<file path="config.mk">
export PLATFORM = sky130hd
export DESIGN_NAME = interp4_unit
export DESIGN_NICKNAME = d
export VERILOG_FILES = /design/src/rtl/interp4_pkg.sv /design/src/rtl/interp4_coef_rom.sv /design/src/rtl/interp4_delay_line.sv /design/src/rtl/interp4_mac.sv /design/src/rtl/interp4_ctrl.sv /design/src/rtl/interp4_unit.sv
export SDC_FILE = /design/constraint.sdc
export NUM_CORES = 1
export LEC_CHECK = 0
export BUFFER_PORTS_ARGS = -buffer_cell sky130_fd_sc_hd__buf_2
export CELL_PAD_IN_SITES_DETAIL_PLACEMENT = 1
export CELL_PAD_IN_SITES_GLOBAL_PLACEMENT = 2
export CORE_UTILIZATION = 35
export DETAILED_ROUTE_END_ITERATION = 10
export GPL_TIMING_DRIVEN = 0
export PLACE_DENSITY = 0.8
export SLEW_MARGIN = 20
export SYNTH_ARGS = -nofsm -noshare
export SYNTH_HDL_FRONTEND = slang
export SYNTH_HIERARCHICAL = 1
export SYNTH_SLANG_ARGS = --single-unit
</file>
<file path="constraint.sdc">
create_clock -name clk -period 10.5 [get_ports clk]
set_input_delay 0.525 -clock clk [delete_from_list [all_inputs] [get_ports clk]]
set_output_delay 0.525 -clock clk [all_outputs]
set_load 0.005 [all_outputs]
</file>
<file path="src/rtl/interp4_pkg.sv">
// Package interp4_pkg
// Shared widths, the controller state type and the constant coefficient
// table for the four-phase interpolator. Assumes 16 coefficients at a
// scale of 2^14, indexed as (tap * phases + phase).
package interp4_pkg;

    localparam int DATA_W     = 32;
    localparam int NUM_TAPS   = 4;
    localparam int NUM_PHASES = 4;
    localparam int COEF_N     = NUM_TAPS * NUM_PHASES;
    localparam int COEF_AW    = $clog2(COEF_N);

    typedef enum logic [1:0] {
        ST_IDLE = 2'd0,
        ST_ACC  = 2'd1,
        ST_DONE = 2'd2
    } state_t;

    // Returns the quantized kernel value for a coefficient index.
    function automatic logic signed [DATA_W-1:0] coef_lut(input logic [COEF_AW-1:0] idx);
        logic signed [DATA_W-1:0] v;
        case (idx)
            4'd0:  v = 0;
            4'd1:  v = -2107;
            4'd2:  v = -3477;
            4'd3:  v = -2950;
            4'd4:  v = 0;
            4'd5:  v = 4917;
            4'd6:  v = 10430;
            4'd7:  v = 14751;
            4'd8:  v = 16383;
            4'd9:  v = 14751;
            4'd10: v = 10430;
            4'd11: v = 4917;
            4'd12: v = 0;
            4'd13: v = -2950;
            4'd14: v = -3477;
            default: v = -2107;
        endcase
        return v;
    endfunction

endpackage

</file>
<file path="src/rtl/interp4_coef_rom.sv">
// Module interp4_coef_rom
// Combinational constant lookup of one filter coefficient.
// Assumes the index is formed as {tap_index, phase}.
module interp4_coef_rom
    import interp4_pkg::*;
#(
    parameter int AW = COEF_AW,
    parameter int DW = DATA_W
) (
    input  logic [AW-1:0] idx_i,
    output logic [DW-1:0] coef_o
);

    // Table read through the package function.
    always_comb begin
        coef_o = DW'(coef_lut(COEF_AW'(idx_i)));
    end

endmodule

</file>
<file path="src/rtl/interp4_delay_line.sv">
// Module interp4_delay_line
// Holds the filter taps, shifts in a new sample on request and exposes
// one tap selected by index. Assumes shift_i lasts a single cycle.
module interp4_delay_line #(
    parameter int DW    = 32,
    parameter int TAPS  = 4,
    localparam int SELW = $clog2(TAPS)
) (
    input  logic              clk,
    input  logic              rst_n,
    input  logic              shift_i,
    input  logic [DW-1:0]     sample_i,
    input  logic [SELW-1:0]   sel_i,
    output logic [DW-1:0]     tap_o,
    output logic [DW*TAPS-1:0] taps_flat_o
);

    logic [DW-1:0] taps [TAPS];

    genvar k;
    generate
        for (k = 0; k < TAPS; k++) begin : g_tap
            // Tap register k: cleared by reset, loaded on shift.
            always_ff @(posedge clk) begin
                if (!rst_n) begin
                    taps[k] <= '0;
                end else if (shift_i) begin
                    if (k == 0) taps[k] <= sample_i;
                    else        taps[k] <= taps[(k == 0) ? 0 : k-1];
                end
            end
            assign taps_flat_o[k*DW +: DW] = taps[k];
        end
    endgenerate

    // Tap selection feeding the shared multiplier.
    always_comb begin
        tap_o = taps[sel_i];
    end

endmodule

</file>
<file path="src/rtl/interp4_mac.sv">
// Module interp4_mac
// One shared signed multiplier and a wrapping accumulator. Only the low
// DW bits of each product are kept, matching native integer arithmetic.
module interp4_mac #(
    parameter int DW = 32
) (
    input  logic          clk,
    input  logic          rst_n,
    input  logic          clr_i,
    input  logic          en_i,
    input  logic [DW-1:0] a_i,
    input  logic [DW-1:0] b_i,
    output logic [DW-1:0] acc_o
);

    logic signed [DW-1:0] a_s;
    logic signed [DW-1:0] b_s;
    logic signed [DW-1:0] prod;

    // Truncated signed product of the selected tap and coefficient.
    always_comb begin
        a_s  = a_i;
        b_s  = b_i;
        prod = a_s * b_s;
    end

    // Accumulator: cleared at call start, adds one product per step.
    always_ff @(posedge clk) begin
        if (!rst_n)      acc_o <= '0;
        else if (clr_i)  acc_o <= '0;
        else if (en_i)   acc_o <= acc_o + DW'(prod);
    end

endmodule

</file>
<file path="src/rtl/interp4_ctrl.sv">
// Module interp4_ctrl
// Call sequencer: accepts a call while idle, steps the tap index through
// every tap, raises done for one cycle and requests the delay-line shift
// on the last step of a final-phase call. Start is ignored while busy.
module interp4_ctrl
    import interp4_pkg::*;
#(
    parameter int DW     = 32,
    parameter int TAPS   = 4,
    parameter int PHASES = 4,
    localparam int TW    = $clog2(TAPS),
    localparam int PW    = $clog2(PHASES)
) (
    input  logic          clk,
    input  logic          rst_n,
    input  logic          start_i,
    input  logic [PW-1:0] phase_i,
    input  logic [DW-1:0] sample_i,
    output state_t        state_o,
    output logic [TW-1:0] tap_idx_o,
    output logic [PW-1:0] phase_q_o,
    output logic [DW-1:0] sample_q_o,
    output logic          acc_clr_o,
    output logic          acc_en_o,
    output logic          shift_o,
    output logic          done_o
);

    localparam logic [TW-1:0] LAST_TAP   = TW'(TAPS - 1);
    localparam logic [PW-1:0] LAST_PHASE = PW'(PHASES - 1);

    logic last_step;

    // State, tap counter and latched call arguments.
    always_ff @(posedge clk) begin
        if (!rst_n) begin
            state_o    <= ST_IDLE;
            tap_idx_o  <= '0;
            phase_q_o  <= '0;
            sample_q_o <= '0;
        end else begin
            case (state_o)
                ST_IDLE: begin
                    if (start_i) begin
                        state_o    <= ST_ACC;
                        tap_idx_o  <= '0;
                        phase_q_o  <= phase_i;
                        sample_q_o <= sample_i;
                    end
                end
                ST_ACC: begin
                    tap_idx_o <= tap_idx_o + 1'b1;
                    if (last_step) state_o <= ST_DONE;
                end
                default: state_o <= ST_IDLE;
            endcase
        end
    end

    // Datapath strobes decoded from the current state.
    always_comb begin
        last_step = (state_o == ST_ACC) && (tap_idx_o == LAST_TAP);
        acc_clr_o = (state_o == ST_IDLE) && start_i;
        acc_en_o  = (state_o == ST_ACC);
        shift_o   = last_step && (phase_q_o == LAST_PHASE);
        done_o    = (state_o == ST_DONE);
    end

endmodule

</file>
<file path="src/rtl/interp4_unit.sv">
// Module interp4_unit
// Top of the four-phase polyphase interpolator. One call returns one
// output sample after TAPS accumulate cycles; the final-phase call also
// shifts its operand into the delay line after its output is formed.
// Assumes TAPS and PHASES are powers of two.
module interp4_unit
    import interp4_pkg::*;
#(
    parameter int DATA_W_P   = DATA_W,
    parameter int NUM_TAPS_P = NUM_TAPS,
    parameter int NUM_PH_P   = NUM_PHASES
) (
    input  logic                        clk,
    input  logic                        rst_n,
    input  logic                        start_i,
    input  logic [$clog2(NUM_PH_P)-1:0] phase_i,
    input  logic [DATA_W_P-1:0]         sample_i,
    output logic [DATA_W_P-1:0]         result_o,
    output logic                        done_o
);

    localparam int TW = $clog2(NUM_TAPS_P);
    localparam int PW = $clog2(NUM_PH_P);
    localparam int CW = TW + PW;

    state_t                          state;
    logic [TW-1:0]                   tap_idx;
    logic [PW-1:0]                   phase_q;
    logic [DATA_W_P-1:0]             sample_q;
    logic                            acc_clr;
    logic                            acc_en;
    logic                            shift_en;
    logic [DATA_W_P-1:0]             tap_sel;
    logic [DATA_W_P-1:0]             coef;
    logic [DATA_W_P*NUM_TAPS_P-1:0]  taps_flat;

    interp4_ctrl #(
        .DW(DATA_W_P), .TAPS(NUM_TAPS_P), .PHASES(NUM_PH_P)
    ) u_ctrl (
        .clk(clk), .rst_n(rst_n), .start_i(start_i),
        .phase_i(phase_i), .sample_i(sample_i),
        .state_o(state), .tap_idx_o(tap_idx), .phase_q_o(phase_q),
        .sample_q_o(sample_q), .acc_clr_o(acc_clr), .acc_en_o(acc_en),
        .shift_o(shift_en), .done_o(done_o)
    );

    interp4_delay_line #(
        .DW(DATA_W_P), .TAPS(NUM_TAPS_P)
    ) u_taps (
        .clk(clk), .rst_n(rst_n), .shift_i(shift_en),
        .sample_i(sample_q), .sel_i(tap_idx),
        .tap_o(tap_sel), .taps_flat_o(taps_flat)
    );

    interp4_coef_rom #(
        .AW(CW), .DW(DATA_W_P)
    ) u_rom (
        .idx_i({tap_idx, phase_q}),
        .coef_o(coef)
    );

    interp4_mac #(
        .DW(DATA_W_P)
    ) u_mac (
        .clk(clk), .rst_n(rst_n), .clr_i(acc_clr), .en_i(acc_en),
        .a_i(tap_sel), .b_i(coef), .acc_o(result_o)
    );

endmodule

</file>
==> impl_metrics.py, run 1 <==
metrics = {
    "final_layout": {
        "drive_above_1_share_pct": 7.287,
        "nets": 3338,
        "layout_common_cells": "546 x inv_1, 438 x fa_1, 344 x nand2_1",
        "post-route-util_pct": 38.54,
        "syn_to_final_growth_pct": 8.601,
        "final_common_cell": "inv_1",
        "stdcell_area_um2": 28220,
        "antenna-diode-count": 0,
    },
    "synth": {
        "ys_types": 64,
        "synth_edf_count": 128,
        "synth_nets": 3248,
        "ys_ff_latch": 198,
        "synth_flop_cell": "edfxtp_1",
        "syn_area_per_cell_um2": 9.940,
        "yosys_warnings": 6,
        "synth_area_leaders": "fa_1 34%, edfxtp_1 15%, inv_1 7.9%",
        "async_flop_share_pct": 0,
        "syn_inst": 2614,
        "synth_top_area_share_pct": 33.75,
        "syn-cell-area_um2": 25980,
        "yosysTopAreaCell": "fa_1",
        "ys_seq_area_share_pct": 20.19,
    },
    "floorplan": {
        "ioPinCount": 70,
        "rows": 99,
        "start_util_pct": 35.49,
        "core_area_um2": 73210,
        "die_w_um": 274.5,
        "chipHeight_um": 274.5,
        "dieArea_um2": 75330,
    },
    "cts": {
        "ctsLongestPathBuffers": 2,
        "clk_latency_ns": 0.51,
        "cts_tree": "done",
        "cts-root-buf": "clkbuf_16",
        "cts.clk_slew.worst_paths_ns": 0.10,
        "cts.sinks": 198,
        "numCtsBuffers": 17,
        "ctsHoldBuffers": 0,
        "h-tree-depth": 4,
    },
    "sta": {
        "slew_headroom_pct": 9.823,
        "setup_viol": 0,
        "drv_slew": 0,
        "period_needed_ns": 10.13,
        "max_freq_mhz": 98.69,
        "rsz0062_at_grt": "false",
        "tightest_slew_ns": 1.353,
        "post-route-period-util_pct": 96.50,
        "hold_viol": 0,
        "worst_hold_slack_ns": 0.2808,
        "worst_slack_ns": 0.3672,
        "skew_ns": 0.03547,
    },
    "routing": {
        "drt_iter0_markers": 1259,
        "drt-total-wl_um": 86130,
        "firstDrtPassIters": 8,
        "drc": 4,
        "ant_nets": 0,
        "vias_per_cell": 5.027,
        "vias": 18480,
        "wl_per_cell_um": 23.43,
    },
    "power": {
        "power.leakage_uw": 0.01337,
        "p_per_area_nw_per_um2": 264.0,
        "ir_drop_mv": 0.2266,
        "p_total_uw": 7448,
    },
    "global_routing": {
        "grt.total_usage_pct": 23.74,
        "overflow": 0,
        "grt_pass1_vias": 20843,
        "grt_pass1_wl_um": 130300,
        "grt_max_degree": 61,
        "grt_antenna_before_repair": 4,
    },
    "run_status": {
        "violations": "DRC",
        "status": "finished, violations left",
    },
    "setup_path": {
        "reg2reg_depth": 30,
        "path_depth": 30,
        "crit_top_cell": "fa_1",
        "critPathBufInv": 9,
        "path_class": "flop to flop",
        "max_stage_delay_ns": 0.72,
        "worstPathMaxFanout": 12,
        "cp_slowest_cell": "clkbuf_1",
        "start_kind": "flop",
        "cp_data_required_time_ns": 10.88,
        "worst_ep_arrival_time_ns": 10.51,
        "end_kind": "flop",
        "crit_family": "adder cells",
    },
    "min_path": {
        "min_path_type": "input pin to flop",
        "min_path_cells": 3,
    },
    "place": {
        "pre_cts_slack_ns": -0.05158,
        "hpwl_um": 69150,
        "io_buffer_count": 69,
        "globalplace.congestion": 0.9690,
        "postPlaceCellArea_um2": 27590,
    },
    "job": {
        "drv_cap": 0,
    },
}
## synthesized netlist by cell type (24+ instances only)
| cell type | number |
|---|---|
| inv_1 | 546 |
| fa_1 | 438 |
| nand2_1 | 344 |
| and2_1 | 273 |
| ha_1 | 159 |
| and3_1 | 129 |
| edfxtp_1 | 128 |
| clkbuf_1 | 118 |
| dfxtp_1 | 70 |
| xnor2_1 | 66 |
| mux2i_1 | 59 |
| nor2_1 | 38 |
| mux4_2 | 31 |
| a21oi_1 | 24 |
## sequential cells by signal, summed over array words and instances (netlist names)
| signal | flops |
|---|---|
| u_mac/acc_o | 32 |
| u_ctrl/tap_idx_o | 2 |
| u_taps/taps | 128 |
| u_ctrl/state_o | 2 |
| u_ctrl/sample_q_o | 32 |
| u_ctrl/phase_q_o | 2 |
## through the flow
step,setup TNS (ns),std cells
2_1_floorplan,0,2614
3_3_place_gp,0,3642
3_5_place_dp,-0.05158,3644
4_1_cts,0,3676
5_1_grt,0,3676
6_report,0,3676
## logic make-up (layout without fill, tap and decap cells)
logic type | Yosys count | in the layout | synth area share (%)
compound gates | 107 | 107 | 2.841
xor+xnor | 87 | 87 | 3.039
fa+ha+maj | 597 | 597 | 41.40
buf+inv | 713 | 816 | 11.21
flops | 198 | 198 | 20.19
mux | 93 | 93 | 5.206
simple gates | 819 | 819 | 16.11
## layer usage
metal / vias up / share of wire, % / GRT usage (%)
li1: 8114 / - / -
met1: 9679 / 42 / 30.63
met2: 559 / 48 / 39.91
met3: 128 / 5.7 / 3.617
met4: 0 / 3.8 / 9.167
met5: - / 0 / 0
## path summary, 6_finish.rpt
| kind | startpoint | endpoint | slack [ns] |
|---|---|---|---|
| worst max-delay path | u_ctrl/phase_q_o[0] | u_mac/acc_o[31] | 0.37 |
| worst min-delay path | sample_i[22] | u_ctrl/sample_q_o[22] | 0.28 |
| worst max register to register | u_ctrl/phase_q_o[0] | u_mac/acc_o[31] | 0.37 |
| worst min register to register | u_ctrl/sample_q_o[8] | u_ctrl/sample_q_o[8] | 0.46 |
## timing repair
item                                    CTS  global route
resized for setup                         2             2
setup buffers                             0             0
hold endpoints to repair                  0             0
endpoints found under the setup margin    1             1
## report_power, final
part           internal, uW  total, uW  switching (uW)  leakage [uW]
Combinational          2350       5800            3450        0.0112
Sequential              879        920            40.8       0.00189
Clock                   381        726             345      0.000296
## layout make-up
cell class,count,area [um2]
fill,8349,44990
multi-input combinational,1703,17840
sequential,198,5245
inverter,546,2049
tap,959,1200
buffer,167,867.1
clock buffer,17,425.4
timing repair buffer,71,392.9
clock inverter,15,195.2
## tightest hold or removal path: cells and delay by family
kind / cells / cell delay [ns]
buffers and inverters: 1 / 0.09
muxes: 1 / 0.06
and+or+nand+nor: 1 / 0.05
No activity file was read; power rests on OpenSTA's default activity.
==> run 2, diff against run 1 <==
--- a/config.mk
+++ b/config.mk
@@ -11,7 +11,7 @@
 export CORE_UTILIZATION = 35
 export DETAILED_ROUTE_END_ITERATION = 10
 export GPL_TIMING_DRIVEN = 0
-export PLACE_DENSITY = 0.8
+export PLACE_DENSITY_LB_ADDON = 0.12
 export SLEW_MARGIN = 20
 export SYNTH_ARGS = -nofsm -noshare
 export SYNTH_HDL_FRONTEND = slang
==> impl_metrics.py, run 2 (same netlist as run 1, synthesis figures left out) <==
metrics = {
    "routing": {
        "vias": 18223,
        "wl_per_cell_um": 24.51,
        "vias_per_cell": 4.948,
        "drt-total-wl_um": 90270,
        "ant_nets": 0,
        "drc": 6,
        "firstDrtPassIters": 8,
        "drt_iter0_markers": 985,
    },
    "setup_path": {
        "cp_data_required_time_ns": 10.87,
        "end_kind": "flop",
        "max_stage_delay_ns": 0.82,
        "path_class": "flop to flop",
        "worstPathMaxFanout": 26,
        "worst_ep_arrival_time_ns": 10.41,
        "r2r_slack_ns": 0.45,
        "start_kind": "flop",
        "cp_slowest_cell": "inv_1",
    },
    "floorplan": {
        "rows": 99,
        "die_w_um": 274.5,
        "chipHeight_um": 274.5,
        "ioPinCount": 70,
        "dieArea_um2": 75330,
        "start_util_pct": 35.49,
        "core_area_um2": 73210,
    },
    "cts": {
        "numCtsBuffers": 17,
        "h-tree-depth": 4,
        "cts-root-buf": "clkbuf_16",
        "clk_latency_ns": 0.49,
        "ctsLongestPathBuffers": 2,
        "cts_tree": "done",
        "cts.clk_slew.worst_paths_ns": 0.11,
        "cts.sinks": 198,
        "ctsHoldBuffers": 0,
    },
    "power": {
        "power.leakage_uw": 0.01338,
        "ir_drop_mv": 0.2361,
        "p_per_area_nw_per_um2": 266.4,
    },
    "global_routing": {
        "grt_pass1_vias": 20385,
        "grt_max_degree": 59,
        "grt.total_usage_pct": 24.86,
        "overflow": 0,
        "grt_pass1_wl_um": 134600,
        "grt_antenna_before_repair": 4,
    },
    "sta": {
        "period_needed_ns": 10.05,
        "skew_ns": 0.03097,
        "slew_headroom_pct": 15.53,
        "post-route-period-util_pct": 95.68,
        "max_freq_mhz": 99.53,
        "hold_viol": 0,
        "drv_slew": 0,
        "worst_slack_ns": 0.4532,
        "setup_viol": 0,
        "rsz0062_at_grt": "false",
        "tightest_slew_ns": 1.267,
    },
    "place": {
        "hpwl_um": 73120,
        "pre_cts_slack_ns": -0.03164,
        "globalplace.congestion": 0.8994,
        "io_buffer_count": 69,
        "postPlaceCellArea_um2": 27590,
    },
    "min_path": {
        "min_path_type": "input pin to flop",
    },
    "final_layout": {
        "post-route-util_pct": 38.54,
        "layout_common_cells": "546 x inv_1, 438 x fa_1, 344 x nand2_1",
        "largest_register_ffs": 128,
        "reg_top3": "u_taps/taps x128, u_ctrl/sample_q_o x32, u_mac/acc_o x32",
        "final_common_cell": "inv_1",
        "drive_above_1_share_pct": 7.471,
        "stdcell_area_um2": 28220,
        "nets": 3338,
        "syn_to_final_growth_pct": 8.596,
        "largest-register": "u_taps/taps",
    },
    "run_status": {
        "violations": "DRC",
        "status": "finished, violations left",
    },
    "job": {
        "drv_cap": 0,
    },
}
-- run 2: changes by cell type in the layout (fill, tap and decap cells not counted), sizes merged --
cell      before  now
clkinvlp       2    1
diode          0    7
clkinv         5    6
inv          551  554
bufinv         3    0
-- run 2: final timing paths --
| kind | start | endpoint | cells past startpoint |
|---|---|---|---|
| max | u_ctrl/phase_q_o[1] | u_mac/acc_o[31] | 28 |
| min | sample_i[6] | u_ctrl/sample_q_o[6] | 3 |
| max reg2reg | u_ctrl/phase_q_o[1] | u_mac/acc_o[31] | 28 |
| min reg2reg | u_ctrl/sample_q_o[10] | u_ctrl/sample_q_o[10] | 2 |
-- run 2: report_power, final --
group	switching, uW	leakage (uW)	internal (uW)	total (uW)
logic	3550	0.0112	2340	5890
clock network	381	0.000289	323	704
registers	44.7	0.00189	879	923
total	3970	0.0134	3540	7520
-- run 2: repair_timing --
item	in CTS	in global routing
setup buffers	0	0
resized for setup	1	4
setup endpoints to repair	1	1
-- run 2: per-layer routing --
layer	global-route usage, %	up-vias	part of all wire, %
li1	-	8126	-
met1	31.68	9625	43
met2	42.63	369	49
met3	3.783	103	4.0
met4	8.743	0	3.7
met5	0	-	0
-- run 2: stage by stage --
stage	setup TNS [ns]	cells	hold WS (ns)	power, uW
after floorplan	0	2614	0.4305	5012
after global placement	0	3642	0.4430	6788
after detailed placement	-0.03164	3644	0.4467	6894
after CTS	0	3676	0.2359	7655
after global routing	0	3676	0.2586	8266
final	0	3683	0.2772	7518
-- run 2: layout make-up --
type / count / area, um2
Buffer: 167 / 872.1
Sequential cell: 198 / 5245
Inverter: 546 / 2049
Antenna cell: 7 / 17.52
Clock buffer: 17 / 425.4
Timing Repair Buffer: 71 / 392.9
Fill cell: 8263 / 44990
Multi-Input combinational cell: 1703 / 17840
Tap cell: 959 / 1200
Clock inverter: 15 / 175.2
-- run 2: critical path, delay by kind of cell, from the launching register on --
kind	cells	cell delay, ns
adders and majority gates	10	4.38
buffers and inverters	9	2.23
AOI/OAI and AO/OA	2	1.13
and+or+nand+nor	5	1.12
DFF	1	0.68
xor gates and xnor gates	1	0.19
muxes	1	0.16
